File: config.mk
export PLATFORM = sky130hd
export DESIGN_NAME = light_conv_seq
export DESIGN_NICKNAME = d
export VERILOG_FILES = /design/src/rtl/lcs_pkg.sv /design/src/rtl/lcs_mode_decode.sv /design/src/rtl/lcs_res_cap.sv /design/src/rtl/lcs_window_timer.sv /design/src/rtl/lcs_pulse_accum.sv /design/src/rtl/light_conv_seq.sv
export SDC_FILE = /design/constraint.sdc
export NUM_CORES = 1
export LEC_CHECK = 0
export BUFFER_PORTS_ARGS = -buffer_cell sky130_fd_sc_hd__buf_4
export CORE_ASPECT_RATIO = 1.1
export CORE_MARGIN = 2
export CORE_UTILIZATION = 30
export DETAILED_ROUTE_END_ITERATION = 8
export SYNTH_ARGS = -nofsm -noshare
export SYNTH_HDL_FRONTEND = slang
export SYNTH_SLANG_ARGS = --single-unit
File: constraint.sdc
create_clock -name clk -period 3.3 [get_ports clk]
set_input_delay 0.33 -clock clk [delete_from_list [all_inputs] [get_ports clk]]
set_output_delay 0.33 -clock clk [all_outputs]
set_load 0.05 [all_outputs]
File: src/rtl/lcs_pkg.sv
package lcs_pkg;
  localparam int LCS_CNT_W   = 16;
  localparam int LCS_STEP_W  = 4;
  localparam int LCS_RES_W   = 2;
  localparam int LCS_MODE_W  = 3;
  localparam int LCS_RANGE_W = 2;
  localparam int LCS_DATA_W  = 8;

  // operating mode codes
  localparam logic [LCS_MODE_W-1:0] MODE_OFF      = 3'b000;
  localparam logic [LCS_MODE_W-1:0] MODE_ALS_ONCE = 3'b001;
  localparam logic [LCS_MODE_W-1:0] MODE_IR_ONCE  = 3'b010;
  localparam logic [LCS_MODE_W-1:0] MODE_ALS_CONT = 3'b101;
  localparam logic [LCS_MODE_W-1:0] MODE_IR_CONT  = 3'b110;

  typedef struct packed {
    logic active;
    logic cont;
    logic ir;
  } lcs_mode_t;
endpackage

File: src/rtl/lcs_mode_decode.sv
module lcs_mode_decode
  import lcs_pkg::*;
#(
  parameter int MODE_W = LCS_MODE_W
) (
  input  logic [MODE_W-1:0] mode,
  output lcs_mode_t         dec
);
  always_comb begin
    dec = '0;
    case (mode)
      MODE_ALS_ONCE: dec = '{active: 1'b1, cont: 1'b0, ir: 1'b0};
      MODE_IR_ONCE:  dec = '{active: 1'b1, cont: 1'b0, ir: 1'b1};
      MODE_ALS_CONT: dec = '{active: 1'b1, cont: 1'b1, ir: 1'b0};
      MODE_IR_CONT:  dec = '{active: 1'b1, cont: 1'b1, ir: 1'b1};
      default:       dec = '0; // power-down and reserved codes
    endcase
  end
endmodule

File: src/rtl/lcs_res_cap.sv
module lcs_res_cap #(
  parameter int CNT_W  = 16,
  parameter int STEP_W = 4,
  parameter int RES_W  = 2
) (
  input  logic [RES_W-1:0] res,
  output logic [CNT_W-1:0] cap
);
  localparam int NCODE = 2 ** RES_W;

  logic [CNT_W-1:0] cap_tbl [NCODE];

  // code g selects CNT_W - STEP_W*g result bits; cap is the all-ones value
  for (genvar g = 0; g < NCODE; g++) begin : g_cap
    assign cap_tbl[g] = {CNT_W{1'b1}} >> (STEP_W * g);
  end

  assign cap = cap_tbl[res];
endmodule

File: src/rtl/lcs_window_timer.sv
module lcs_window_timer #(
  parameter int CNT_W = 16
) (
  input  logic             clk,
  input  logic             rst_n,
  input  logic             clr,
  input  logic             en,
  input  logic [CNT_W-1:0] cap,
  output logic             last
);
  logic [CNT_W-1:0] cnt_q;
  logic [CNT_W-1:0] cnt_nx;

  always_comb begin
    cnt_nx = cnt_q;
    if (clr)     cnt_nx = '0;
    else if (en) cnt_nx = cnt_q + 1'b1;
  end

  always_ff @(posedge clk or negedge rst_n) begin
    if (!rst_n) cnt_q <= '0;
    else        cnt_q <= cnt_nx;
  end

  assign last = (cnt_q == cap);

  AST_WIN_IN_RANGE: assert property (@(posedge clk) disable iff (!rst_n)
    en |-> (cnt_q <= cap));
endmodule

File: src/rtl/lcs_pulse_accum.sv
module lcs_pulse_accum #(
  parameter int CNT_W = 16
) (
  input  logic             clk,
  input  logic             rst_n,
  input  logic             clr,
  input  logic             en,
  input  logic             pulse,
  input  logic [CNT_W-1:0] cap,
  output logic [CNT_W-1:0] sum
);
  logic [CNT_W-1:0] acc_q;
  logic [CNT_W-1:0] acc_nx;

  // sum includes the current cycle's strobe and never passes cap
  always_comb begin
    sum = acc_q;
    if (pulse && (acc_q != cap)) sum = acc_q + 1'b1;
    acc_nx = acc_q;
    if (clr)     acc_nx = '0;
    else if (en) acc_nx = sum;
  end

  always_ff @(posedge clk or negedge rst_n) begin
    if (!rst_n) acc_q <= '0;
    else        acc_q <= acc_nx;
  end

  AST_ACC_SATURATES: assert property (@(posedge clk) disable iff (!rst_n)
    en |-> (acc_q <= cap));
endmodule

File: src/rtl/light_conv_seq.sv
module light_conv_seq
  import lcs_pkg::*;
#(
  parameter int CNT_W     = LCS_CNT_W,
  parameter int STEP_W    = LCS_STEP_W,
  parameter int RES_W     = LCS_RES_W,
  parameter int MODE_W    = LCS_MODE_W,
  parameter int RANGE_W   = LCS_RANGE_W,
  parameter int DATA_W    = LCS_DATA_W,
  parameter int MODE_LSB  = 5,
  parameter int RES_LSB   = 2,
  parameter int RANGE_LSB = 0
) (
  input  logic               clk,
  input  logic               rst_n,
  input  logic               mode_wr,
  input  logic               ctrl_wr,
  input  logic [DATA_W-1:0]  wr_data,
  input  logic               mod_pulse,
  output logic [CNT_W-1:0]   result,
  output logic               done,
  output logic               busy,
  output logic               chan_ir,
  output logic [RANGE_W-1:0] gain_sel
);
  // configuration registers
  logic [MODE_W-1:0]  mode_q,  mode_nx;
  logic [RES_W-1:0]   res_q,   res_nx;
  logic [RANGE_W-1:0] range_q, range_nx;
  // sequencing state
  logic               run_q,   run_nx;
  logic               done_q,  done_nx;
  logic [CNT_W-1:0]   result_q, result_nx;

  logic               cfg_evt;
  logic               win_end;
  logic               cnt_clr;
  logic               last;
  logic [CNT_W-1:0]   cap;
  logic [CNT_W-1:0]   sum;
  lcs_mode_t          dec_cur;
  lcs_mode_t          dec_nx;

  lcs_mode_decode #(.MODE_W(MODE_W)) u_dec_cur (.mode(mode_q),  .dec(dec_cur));
  lcs_mode_decode #(.MODE_W(MODE_W)) u_dec_nx  (.mode(mode_nx), .dec(dec_nx));

  lcs_res_cap #(.CNT_W(CNT_W), .STEP_W(STEP_W), .RES_W(RES_W)) u_cap (
    .res (res_q),
    .cap (cap)
  );

  lcs_window_timer #(.CNT_W(CNT_W)) u_timer (
    .clk   (clk),
    .rst_n (rst_n),
    .clr   (cnt_clr),
    .en    (run_q),
    .cap   (cap),
    .last  (last)
  );

  lcs_pulse_accum #(.CNT_W(CNT_W)) u_accum (
    .clk   (clk),
    .rst_n (rst_n),
    .clr   (cnt_clr),
    .en    (run_q),
    .pulse (mod_pulse),
    .cap   (cap),
    .sum   (sum)
  );

  // next-state logic
  always_comb begin
    cfg_evt  = mode_wr | ctrl_wr;
    mode_nx  = mode_wr ? wr_data[MODE_LSB +: MODE_W]   : mode_q;
    res_nx   = ctrl_wr ? wr_data[RES_LSB +: RES_W]     : res_q;
    range_nx = ctrl_wr ? wr_data[RANGE_LSB +: RANGE_W] : range_q;

    win_end  = run_q & last;
    cnt_clr  = cfg_evt | win_end;

    if (cfg_evt)      run_nx = dec_nx.active;
    else if (win_end) run_nx = dec_cur.cont;
    else              run_nx = run_q;

    done_nx   = win_end & ~cfg_evt;
    result_nx = done_nx ? sum : result_q;
  end

  // state registers
  always_ff @(posedge clk or negedge rst_n) begin
    if (!rst_n) begin
      mode_q   <= MODE_OFF;
      res_q    <= '0;
      range_q  <= '0;
      run_q    <= 1'b0;
      done_q   <= 1'b0;
      result_q <= '0;
    end else begin
      mode_q   <= mode_nx;
      res_q    <= res_nx;
      range_q  <= range_nx;
      run_q    <= run_nx;
      done_q   <= done_nx;
      result_q <= result_nx;
    end
  end

  assign result   = result_q;
  assign done     = done_q;
  assign busy     = run_q;
  assign chan_ir  = dec_cur.ir;
  assign gain_sel = range_q;

  AST_DONE_ONE_CYCLE: assert property (@(posedge clk) disable iff (!rst_n)
    done_q |=> !done_q);
  AST_DONE_FROM_RUN: assert property (@(posedge clk) disable iff (!rst_n)
    done_q |-> $past(run_q));
  AST_RESULT_HOLD: assert property (@(posedge clk) disable iff (!rst_n)
    !done_q |-> $stable(result_q));
  AST_IDLE_WHEN_OFF: assert property (@(posedge clk) disable iff (!rst_n)
    !dec_cur.active |-> !run_q);
  AST_CFG_ABORT: assert property (@(posedge clk) disable iff (!rst_n)
    cfg_evt |=> !done_q);
  AST_RESULT_FITS: assert property (@(posedge clk) disable iff (!rst_n)
    done_q |-> ((result_q & ~cap) == '0));
  AST_ONESHOT_STOP: assert property (@(posedge clk) disable iff (!rst_n)
    (done_q && !dec_cur.cont) |-> !run_q);
  AST_CONT_RESTART: assert property (@(posedge clk) disable iff (!rst_n)
    (done_q && dec_cur.cont) |-> run_q);
endmodule

==> metrics.txt <==
first-pass GRT wire length=slightly above 10000 um; FMAX=408.5 MHz; maximum VDD drop=0.1968 mV; Pre-antenna DRT Iters=4; final setup vio count=0; largest net degree at the start of global routing=58; crit end category=register; gp weighted congestion=0.8085; Tmin final=2.448 ns; Post-DP HPWL=around 4000 um; Core Box Area=9747 um2; via density per instance=4.793; fin area=3472 um2; antenna violations before repair=0; Hold Path Class=input port to async pin; die outline height=108.4 um; die area=10730 um2; cts hold-fix bufs=0; Port Buf Inserts=32; synthesized area per cell=9.816 um2; worst-skew pair later-pin latency=0.34 ns; most common cell in the synthesized netlist=nor2_1; pwr/cell area=434.4 nW/um2; DRT Wirelength=5918 um; TritonCTS clock tree=yes; Setup Total Neg Slack=0 ns; synthesized area=roughly 3000 um2; syn_nets=318; clock-pin transition on the worst setup and hold timing paths=about 0.060 ns; drt wl/cell=12.89 um; status=finished, final reports clean; crit path cell chain=nor4_1, mux2i_1, o41ai_4, nor3_1, xnor2_1, a21oi_1; number of flops mapped to enable cells by yosys=0; Yosys top cell by area=dfrtp_1; ranking of synthesized cells by area=dfrtp_1 48%, xnor2_1 8.2%, nor2_1 7.6%; vias in the first global route=about 2200; clk buf depth=2; Max Cap Viol=0; worst setup path class=register to register; Worst-Margin Slew=0.8277 ns; synth unique cells=42; CP max stage cell=o41ai_4; Antenna Cells=0; Async SR Flop Fraction=1.000; commonest cells in the synthesized netlist=60 x nor2_1, 57 x dfrtp_1, 28 x xnor2_1; Mapped Cells=between 300 and 400; fin worst setup slack=between 0.8 and 0.9 ns; clk root buf=clkbuf_8; Final nets=349; final-layout fill cell count=roughly 980; crit start category=register; post-CTS sizing=0; Period Utilization, post-route=0.7418; Finished Core Util=0.3562; Worst Path Max Fanout=13; TritonCTS Buffers=9; Site Rows=38; Top-Level Pins=34; Leak Pwr=roughly 1.4 nW; ys flop type=dfrtp_1; layout cell share with drive strength beyond 1=0.1917; final hold violations=0; total gr overflow=0; Cell Area, Placed=3298 um2; register area share after synthesis=0.4796; Die Wd=98.94 um; synth warn=0; initial core utilization=0.3051; DR iter-0 viols=120; Worst EP arrival=about 2.7 ns; Slew Viols, Final=0; register bit total from synthesis=57; unrepaired setup endpoints after global routing=false; pre-CTS WS=approximately 0.83 ns; Synth top area share=0.4796; total track usage=0.1210; synthesis-to-layout area growth=16.74%; Detail Route Antenna Nets=0; clock skew=0.006605 ns; Tot Pwr=1.508 mW; H-tree Lvls=3; Crit path largest cell delay=0.83 ns; via count=2200; Req. time, crit path=3.51 ns; clk sinks=57; Setup Fix Bufs, Post-CTS=0; post-route DRC violation count=0; Slew HR=0.4463
==> cell type report <==
class / count / area (um2) / area share
timing repair buffer: 35 / 262.8 / 0.07568
clock buffer: 13 / 158.9 / 0.04577
clock inverter: 3 / 15.01 / 0.004324
sequential: 57 / 1426 / 0.4108
multi-input combinational: 229 / 1451 / 0.4180
inverter: 2 / 7.507 / 0.002162
tap: 120 / 150.1 / 0.04324
==> path summary, 6_finish.rpt <==
path	start	endpoint	slack (ns)	cells after the start
setup reg to reg	u_accum.acc_q[12]$_DFFE_PN0P_	result[15]$_DFFE_PN0P_	0.85	6
setup / recovery	u_accum.acc_q[12]$_DFFE_PN0P_	result[15]$_DFFE_PN0P_	0.85	6
min in group clk	wr_data[3]	res_q[1]$_DFFE_PN0P_	0.21	3
max in group asynchronous	rst_n	u_timer.cnt_q[11]$_DFFE_PN0P_	2.75	1
hold reg to reg	gain_sel[1]$_DFFE_PN0P_	gain_sel[1]$_DFFE_PN0P_	0.51	1
hold / removal	rst_n	result[12]$_DFFE_PN0P_	0.04	1
==> per-layer routing <==
metal  routed length (um)  up-vias  global-route usage  part of all wire
met5                    0        -                   0                 0
met4                  124        0             0.05871             0.021
met3                  234       11             0.03491             0.040
met2                 2762       35              0.1882              0.47
met1                 2796     1047              0.1545              0.47
li1                     -     1107                   -                 -
==> layout by cell type, fill, tap and decap left out, types with 2 or more instances in the layout <==
cell type and count:
clkinv_2 3, a21oi_1 18, clkbuf_8 11, xnor2_1 28, nor2b_1 2, and4_1 3, nand2_1 18, dfrtp_1 57
xor2_1 16, mux2_2 7, a31oi_1 3, nor4_1 6, mux2i_1 3, nor3_1 15, ha_1 2, or4_1 2
nand4_1 10, nor2_1 60, inv_1 2, clkbuf_1 2, buf_4 35, o21ai_0 3, and3_1 4, nand3_1 11
==> stage by stage <==
stage	std cells	hold WS (ns)
2_1_floorplan	303	0.03441
3_5_place_dp	443	0.4456
5_1_grt	459	0.1137
3_3_place_gp	443	0.4389
6_report	459	0.04448
4_1_cts	459	0.07453
==> report_power, final <==
part	switching [mW]	internal [mW]
clock network	0.269	0.310
logic	0.126	0.0608
registers	0.0210	0.721
total	0.416	1.09
==> sequential cells by signal, summed over array words and instances, names as in the netlist, named ones only <==
| signal | cells |
|---|---|
| result | 16 |
| mode_q | 2 |
| res_q | 2 |
| u_timer.cnt_q | 16 |
| busy | 1 |
| gain_sel | 2 |
| u_accum.acc_q | 16 |
| done | 1 |
==> worst max-delay path, delay by kind of cell (launching register included) <==
family	cells	cell delay [ns]
AO/OA/AOI/OAI	2	0.93
flip-flops	1	0.45
AND/OR/NAND/NOR	2	0.45
XOR/XNOR	1	0.25
multiplexers	1	0.22
==> cell families after synthesis <==
| kind of cell | after synthesis | share of synthesized area |
|---|---|---|
| AO/OA/AOI/OAI | 29 | 0.06437 |
| adder cells (fa/ha/maj) | 2 | 0.008413 |
| XOR/XNOR | 44 | 0.1296 |
| flip-flops | 57 | 0.4796 |
| multiplexers | 12 | 0.04502 |
| buffers and inverters | 17 | 0.03449 |
| AND/OR/NAND/NOR | 142 | 0.2385 |
No activity file was read; power rests on OpenSTA's default activity.
